==> config.mk <==
export PLATFORM = sky130hd
export DESIGN_NAME = ahb_acc_ctl
export DESIGN_NICKNAME = d
export VERILOG_FILES = /design/src/rtl/ahb_acc_pkg.sv /design/src/rtl/ahb_acc_apdec.sv /design/src/rtl/ahb_acc_fsm.sv /design/src/rtl/ahb_acc_resp.sv /design/src/rtl/ahb_acc_ctl.sv
export SDC_FILE = /design/constraint.sdc
export NUM_CORES = 1
export LEC_CHECK = 0
export CELL_PAD_IN_SITES_DETAIL_PLACEMENT = 0
export CELL_PAD_IN_SITES_GLOBAL_PLACEMENT = 1
export CORE_MARGIN = 2
export CORE_UTILIZATION = 34
export CTS_CLUSTER_DIAMETER = 120
export DETAILED_ROUTE_END_ITERATION = 12
export PLACE_DENSITY = 0.84
export SYNTH_ARGS = -nofsm -noshare
export SYNTH_HDL_FRONTEND = slang
export SYNTH_SLANG_ARGS = --single-unit
==> constraint.sdc <==
create_clock -name clk -period 2.8 [get_ports clk]
set_clock_uncertainty 0.15 [all_clocks]
set_input_delay 0.42 -clock clk [delete_from_list [all_inputs] [get_ports clk]]
set_output_delay 0.42 -clock clk [all_outputs]
set_load 0.02 [all_outputs]
==> src/rtl/ahb_acc_pkg.sv <==
package ahb_acc_pkg;

  typedef enum logic [1:0] {
    TR_IDLE = 2'b00,
    TR_BUSY = 2'b01,
    TR_NSEQ = 2'b10,
    TR_SEQ  = 2'b11
  } tr_e;

  typedef enum logic [1:0] {
    RS_OKAY  = 2'b00,
    RS_ERR   = 2'b01,
    RS_RETRY = 2'b10
  } rs_e;

  typedef enum logic [2:0] {
    ST_IDLE   = 3'd0,
    ST_ACC    = 3'd1,
    ST_WORK   = 3'd2,
    ST_RDWAIT = 3'd3,
    ST_HOLD   = 3'd4,
    ST_ERR    = 3'd5
  } st_e;

  // Classified address-phase event
  typedef struct packed {
    logic start_ok;
    logic start_bad;
    logic cont_ok;
    logic cont_bad;
    logic pause;
  } ap_t;

  // An address phase is taken when selected, bus ready and type is NONSEQ/SEQ
  function automatic logic phase_live(input logic sel, input logic rdy, input logic [1:0] tr);
    return sel & rdy & tr[1];
  endfunction

  // Counter width able to hold the larger of the read latency and 2
  function automatic int cnt_bits(input int lat);
    return (lat > 3) ? $clog2(lat + 1) : 2;
  endfunction

endpackage

==> src/rtl/ahb_acc_apdec.sv <==
module ahb_acc_apdec
  import ahb_acc_pkg::*;
(
  input  logic       sel_i,
  input  logic       rdy_i,
  input  logic [1:0] trans_i,
  input  logic       addr_ok_i,
  input  logic       grant_ok_i,
  output ap_t        ev_o
);
  logic live, legal;

  always_comb begin
    live  = phase_live(sel_i, rdy_i, trans_i);
    legal = addr_ok_i & grant_ok_i;
    ev_o.start_ok  = live & (trans_i == TR_NSEQ) & legal;
    ev_o.start_bad = live & (trans_i == TR_NSEQ) & ~legal;
    ev_o.cont_ok   = live & (trans_i == TR_SEQ) & addr_ok_i;
    ev_o.cont_bad  = live & (trans_i == TR_SEQ) & ~addr_ok_i;
    ev_o.pause     = sel_i & rdy_i & (trans_i == TR_BUSY);
  end
endmodule

==> src/rtl/ahb_acc_fsm.sv <==
module ahb_acc_fsm
  import ahb_acc_pkg::*;
#(
  parameter int RD_LAT = 2,
  parameter int CW     = 2
) (
  input  logic          clk,
  input  logic          rst_n,
  input  ap_t           ev_i,
  input  logic          write_i,
  input  logic          busy_i,
  output st_e           st_o,
  output logic [CW-1:0] cnt_o,
  output logic          is_wr_o,
  output logic          load_o,
  output logic          step_o
);
  localparam logic [CW-1:0] LAT_LAST = CW'(RD_LAT - 1);
  localparam logic [CW-1:0] PH_NONE  = CW'(0);
  localparam logic [CW-1:0] PH_ONE   = CW'(1);
  localparam logic [CW-1:0] PH_TWO   = CW'(2);

  st_e           st_q, st_d;
  logic [CW-1:0] cnt_q, cnt_d;
  logic          wr_q, wr_d;
  logic          in_burst, any_access;

  always_comb begin
    in_burst   = (st_q == ST_ACC) || (st_q == ST_HOLD);
    any_access = ev_i.start_ok | ev_i.start_bad | ev_i.cont_ok | ev_i.cont_bad;
    load_o     = ev_i.start_ok & (in_burst || st_q == ST_IDLE);
    step_o     = ev_i.cont_ok & in_burst;
  end

  always_comb begin
    st_d  = st_q;
    cnt_d = cnt_q;
    wr_d  = wr_q;
    unique case (st_q)
      ST_IDLE, ST_ACC, ST_HOLD: begin
        if (ev_i.start_bad || (in_burst && ev_i.cont_bad)) begin
          st_d = ST_ERR;
        end else if (ev_i.start_ok) begin
          wr_d = write_i;
          st_d = write_i ? ST_ACC : ST_RDWAIT;
        end else if (in_burst) begin
          if (ev_i.cont_ok)    st_d = ST_ACC;
          else if (ev_i.pause) st_d = ST_HOLD;
          else                 st_d = ST_IDLE;
        end else if (busy_i) begin
          st_d = ST_WORK;
        end
        cnt_d = PH_NONE;
      end
      ST_RDWAIT: begin
        if (cnt_q == LAT_LAST) begin
          st_d  = ST_ACC;
          cnt_d = PH_NONE;
        end else begin
          cnt_d = cnt_q + PH_ONE;
        end
      end
      ST_ERR: begin
        if (cnt_q == PH_ONE) begin
          st_d  = ST_IDLE;
          cnt_d = PH_NONE;
        end else begin
          cnt_d = PH_ONE;
        end
      end
      ST_WORK: begin
        // cnt: 0 = no retry, 1 = retry stall cycle, 2 = retry release cycle
        if (cnt_q == PH_ONE) begin
          cnt_d = PH_TWO;
        end else if (any_access) begin
          cnt_d = PH_ONE;
        end else if (cnt_q == PH_TWO) begin
          cnt_d = PH_NONE;
        end else if (!busy_i) begin
          st_d = ST_IDLE;
        end
      end
      default: begin
        st_d  = ST_IDLE;
        cnt_d = PH_NONE;
      end
    endcase
  end

  always_ff @(posedge clk or negedge rst_n) begin
    if (!rst_n) begin
      st_q  <= ST_IDLE;
      cnt_q <= PH_NONE;
      wr_q  <= 1'b0;
    end else begin
      st_q  <= st_d;
      cnt_q <= cnt_d;
      wr_q  <= wr_d;
    end
  end

  assign st_o    = st_q;
  assign cnt_o   = cnt_q;
  assign is_wr_o = wr_q;
endmodule

==> src/rtl/ahb_acc_resp.sv <==
module ahb_acc_resp
  import ahb_acc_pkg::*;
#(
  parameter int CW = 2
) (
  input  st_e           st_i,
  input  logic [CW-1:0] cnt_i,
  input  logic          is_wr_i,
  input  logic          step_i,
  output logic          ready_o,
  output logic [1:0]    resp_o,
  output logic          mem_wr_o,
  output logic          mem_rd_o
);
  logic err_stall, rty_stall, rty_any;

  always_comb begin
    err_stall = (st_i == ST_ERR)  && (cnt_i == CW'(0));
    rty_stall = (st_i == ST_WORK) && (cnt_i == CW'(1));
    rty_any   = (st_i == ST_WORK) && (cnt_i != CW'(0));
    ready_o   = !((st_i == ST_RDWAIT) || err_stall || rty_stall);
    if (st_i == ST_ERR) resp_o = RS_ERR;
    else if (rty_any)   resp_o = RS_RETRY;
    else                resp_o = RS_OKAY;
    mem_wr_o  = (st_i == ST_ACC) && is_wr_i;
    mem_rd_o  = ((st_i == ST_RDWAIT) && (cnt_i == CW'(0))) || (step_i && !is_wr_i);
  end
endmodule

==> src/rtl/ahb_acc_ctl.sv <==
module ahb_acc_ctl
  import ahb_acc_pkg::*;
#(
  parameter int RD_LAT = 2
) (
  input  logic       clk,
  input  logic       rst_n,
  input  logic       hsel_i,
  input  logic [1:0] htrans_i,
  input  logic       hwrite_i,
  input  logic       hready_i,
  input  logic       addr_ok_i,
  input  logic       grant_ok_i,
  input  logic       clu_busy_i,
  output logic       hreadyout_o,
  output logic [1:0] hresp_o,
  output logic       mem_wr_o,
  output logic       mem_rd_o,
  output logic       agu_load_o,
  output logic       agu_step_o
);
  localparam int CW = cnt_bits(RD_LAT);

  ap_t           ev_w;
  st_e           st_w;
  logic [CW-1:0] cnt_w;
  logic          is_wr_w;
  logic          load_w, step_w;

  ahb_acc_apdec u_dec (
    .sel_i      (hsel_i),
    .rdy_i      (hready_i),
    .trans_i    (htrans_i),
    .addr_ok_i  (addr_ok_i),
    .grant_ok_i (grant_ok_i),
    .ev_o       (ev_w)
  );

  ahb_acc_fsm #(.RD_LAT(RD_LAT), .CW(CW)) u_fsm (
    .clk     (clk),
    .rst_n   (rst_n),
    .ev_i    (ev_w),
    .write_i (hwrite_i),
    .busy_i  (clu_busy_i),
    .st_o    (st_w),
    .cnt_o   (cnt_w),
    .is_wr_o (is_wr_w),
    .load_o  (load_w),
    .step_o  (step_w)
  );

  ahb_acc_resp #(.CW(CW)) u_resp (
    .st_i     (st_w),
    .cnt_i    (cnt_w),
    .is_wr_i  (is_wr_w),
    .step_i   (step_w),
    .ready_o  (hreadyout_o),
    .resp_o   (hresp_o),
    .mem_wr_o (mem_wr_o),
    .mem_rd_o (mem_rd_o)
  );

  assign agu_load_o = load_w;
  assign agu_step_o = step_w;
endmodule

==> impl_metrics.ini <==
[run_status]
outcome = complete, no violations

[finish]
mostFrequentLayoutCell = clkdlybuf4s50_1
drive_above_1_share_pct = 10.3
flow.area_growth_from_synthesis_pct = 32.9
fillerInstances = 142
diodes = 0
mostFrequentLayoutCells = clkdlybuf4s50_1, nand2_1, nor2_1, a21oi_1, dfrtp_1
final-instance-count-excl-fill = 94
finalNetCount = 90
postLayoutCoreUtil_pct = 47.8

[sta]
worst-slew-pin-transition_ns = 0.428
totalNegativeSetupSlack_ns = 0
fin_worst_hold_slack_ns = 0.245
hold_violations = 0
fmaxAchievable_mhz = 372
final.period_utilization_pct = 96.0
period_needed_ns = 2.69
slew_violations = 0
rsz0062_at_grt = no
setup_viol_count_final = 0
slew_headroom_pct = 71.5

[global_routing]
grt_pass1_vias = 456
grt_use_total_pct = 13.7
grt_first_pass_wirelength_microns = 1900
grt_antenna_before_repair = 0
pin_count_of_the_biggest_net_entering_global_routing = 19
grt.overflow.total = 0

[critical_path]
critPathMaxStageDelay_ns = 0.63
worst_path_max_delay_cell = clkdlybuf4s50_1
cp_max_fo = 5
r2r_slack_ns = 1.13
cpMostUsedCell = clkdlybuf4s50_1
worst_setup_path_end_kind = output port
critical_path_at_ns = 2.12
worst_ep_required_time_ns = 2.23
crit_chain = clkdlybuf4s50_1 > and3_4 > nand4b_4 > nor3b_2 > clkdlybuf4s50_1
critical_path.startpoint = hsel_i
timing.critical_path.from_type = primary input
r2r_start = u_fsm.st_o[1]
criticalPathCategory = primary input to output port

[floorplanning]
die_width_microns = 43.7
core_area_sq_mm = 0.00149
floorplan.rows = 14
floorplan.initialDensity_pct = 36.0
top_level_ports = 17
die_area_sq_mm = 0.00191
die-height_microns = 43.7

[route]
vias = 528
drt-wirelength-per-cell_microns = 12.5
first_iter_violations = 17
routed_wl_microns = 1180
antenna_violation_net_count_after_detailed_routing = 0
drt_pass1_iterations = 4
drc_errors = 0
vias_per_cell = 5.62

[synth]
synth.lib_cells_used.distinct = 33
syn_area_sq_um = 536
ys_ff_latch = 6
netlist_instances = 63
seq_area_frac_synth_pct = 28.0
mappedNetlistNets = 73
avgSynthCellArea_sq_um = 8.50
synth-warning-count = 0

[placement]
globalplace.congestion = 0.773
detailedPlacementHpwl_microns = 919
dp_cells = 91
numPortBuffers = 16

[pwr]
vdd.ir_drop.worst_mv = 0.322
leakage_nw = 0.306
cellPowerDensity_mw_per_mm2 = 745

[clock_network]
cts.repair.resized = 0
clockBufferDepth = 2
cts_inserted_buffers = 3
numClockSinks = 6
clock_insertion_delay_worst_skew_ns = 0.26
tritoncts = built
cts_post_setup_buffers_inserted = 0
cts.reportedPaths.clkPinSlew_ns = 0.05
cts-root-buf = clkbuf_4
cts.htree.levels = 1
cts_hold_buf = 0

[worst_hold_path]
min_path_type = primary input to asynchronous set/reset pin

[job]
timing.max_cap.violations = 0
-- path summary, 6_finish.rpt --
kind                                  end  cells past startpoint
setup / recovery               agu_load_o                      5
min in group clk            u_fsm.is_wr_o                      1
hold reg to reg             u_fsm.is_wr_o                      1
max in group asynchronous   u_fsm.is_wr_o                      1
setup reg to reg            u_fsm.st_o[0]                      3
hold / removal             u_fsm.cnt_o[1]                      1
-- power breakdown --
part	switching (mW)	leakage, nW	internal, mW
clock	0.0354	0.0138	0.0487
combinational	0.142	0.213	0.135
sequential	0.0552	0.0792	0.114
total	0.232	0.306	0.298
-- state kept, by name, indices dropped and copies added (netlist names) --
| register | flops |
|---|---|
| u_fsm.st_o | 3 |
| u_fsm.is_wr_o | 1 |
| u_fsm.cnt_o | 2 |
-- worst max-delay path: cells and delay by family --
kind / cells / cell delay, ns
buffers and inverters: 2 / 1.12
AND/OR/NAND/NOR: 3 / 0.57
-- cell type report --
type,instances,area (sq um),area share (%)
Timing Repair Buffer,17,170,23.9
Tap cell,16,20.0,2.81
Inverter,2,7.51,1.05
Multi-Input combinational cell,50,342,48.0
Clock buffer,3,22.5,3.16
Sequential cell,6,150,21.1
-- cells in the mapped netlist --
cell	instances	area share, %
nand2_1	7	4.9
a21oi_1	6	5.6
dfrtp_1	6	28
nor2_1	6	4.2
a32o_1	2	3.7
buf_2	2	1.9
buf_6	2	4.2
inv_1	2	1.4
nand3b_1	2	2.8
nor3_1	2	1.9
nor4b_1	2	3.3
o22ai_1	2	2.3
xor2_1	2	3.3
a211o_1	1	1.6
a211oi_1	1	1.4
a31oi_1	1	1.2
and2b_4	1	1.9
and3_4	1	2.1
clkbuf_1	1	0.70
mux2_1	1	2.1
mux2i_1	1	1.9
nand2b_1	1	1.2
nand3_1	1	0.93
nand4b_1	1	1.6
nand4b_4	1	4.4
nor3b_1	1	1.4
nor3b_2	1	2.3
nor4_1	1	1.2
o21a_1	1	1.4
o21ai_0	1	0.93
o21ai_1	1	0.93
o22a_1	1	1.6
o2bb2ai_1	1	1.6
-- logic make-up (layout without fill, tap and decap cells) --
group | after synthesis | in the layout | synth area share (%)
buffers and inverters | 7 | 22 | 8.18
AO/OA/AOI/OAI | 18 | 18 | 22.4
AND/OR/NAND/NOR | 28 | 28 | 34.1
multiplexers | 2 | 2 | 3.97
flip-flops | 6 | 6 | 28.0
XOR/XNOR | 2 | 2 | 3.27
-- through the flow --
step,power (mW),setup WS (ns),instance area [sq um]
2_1_floorplan,0.373,0.697,536
3_3_place_gp,0.448,0.103,687
3_5_place_dp,0.446,0.0766,687
4_1_cts,0.531,0.0759,709
5_1_grt,0.566,0.0379,712
6_report,0.530,0.113,712
-- per-layer routing --
| metal | wire, microns | share of wire (%) | global-route usage (%) | vias up |
|---|---|---|---|---|
| li1 | - | - | - | 266 |
| met1 | 511 | 43 | 16.0 | 233 |
| met2 | 548 | 47 | 21.8 | 25 |
| met3 | 78 | 6.6 | 2.50 | 4 |
| met4 | 36 | 3.1 | 10.9 | 0 |
| met5 | 0 | 0 | 0 | - |
(Power assumes the default switching activity.)
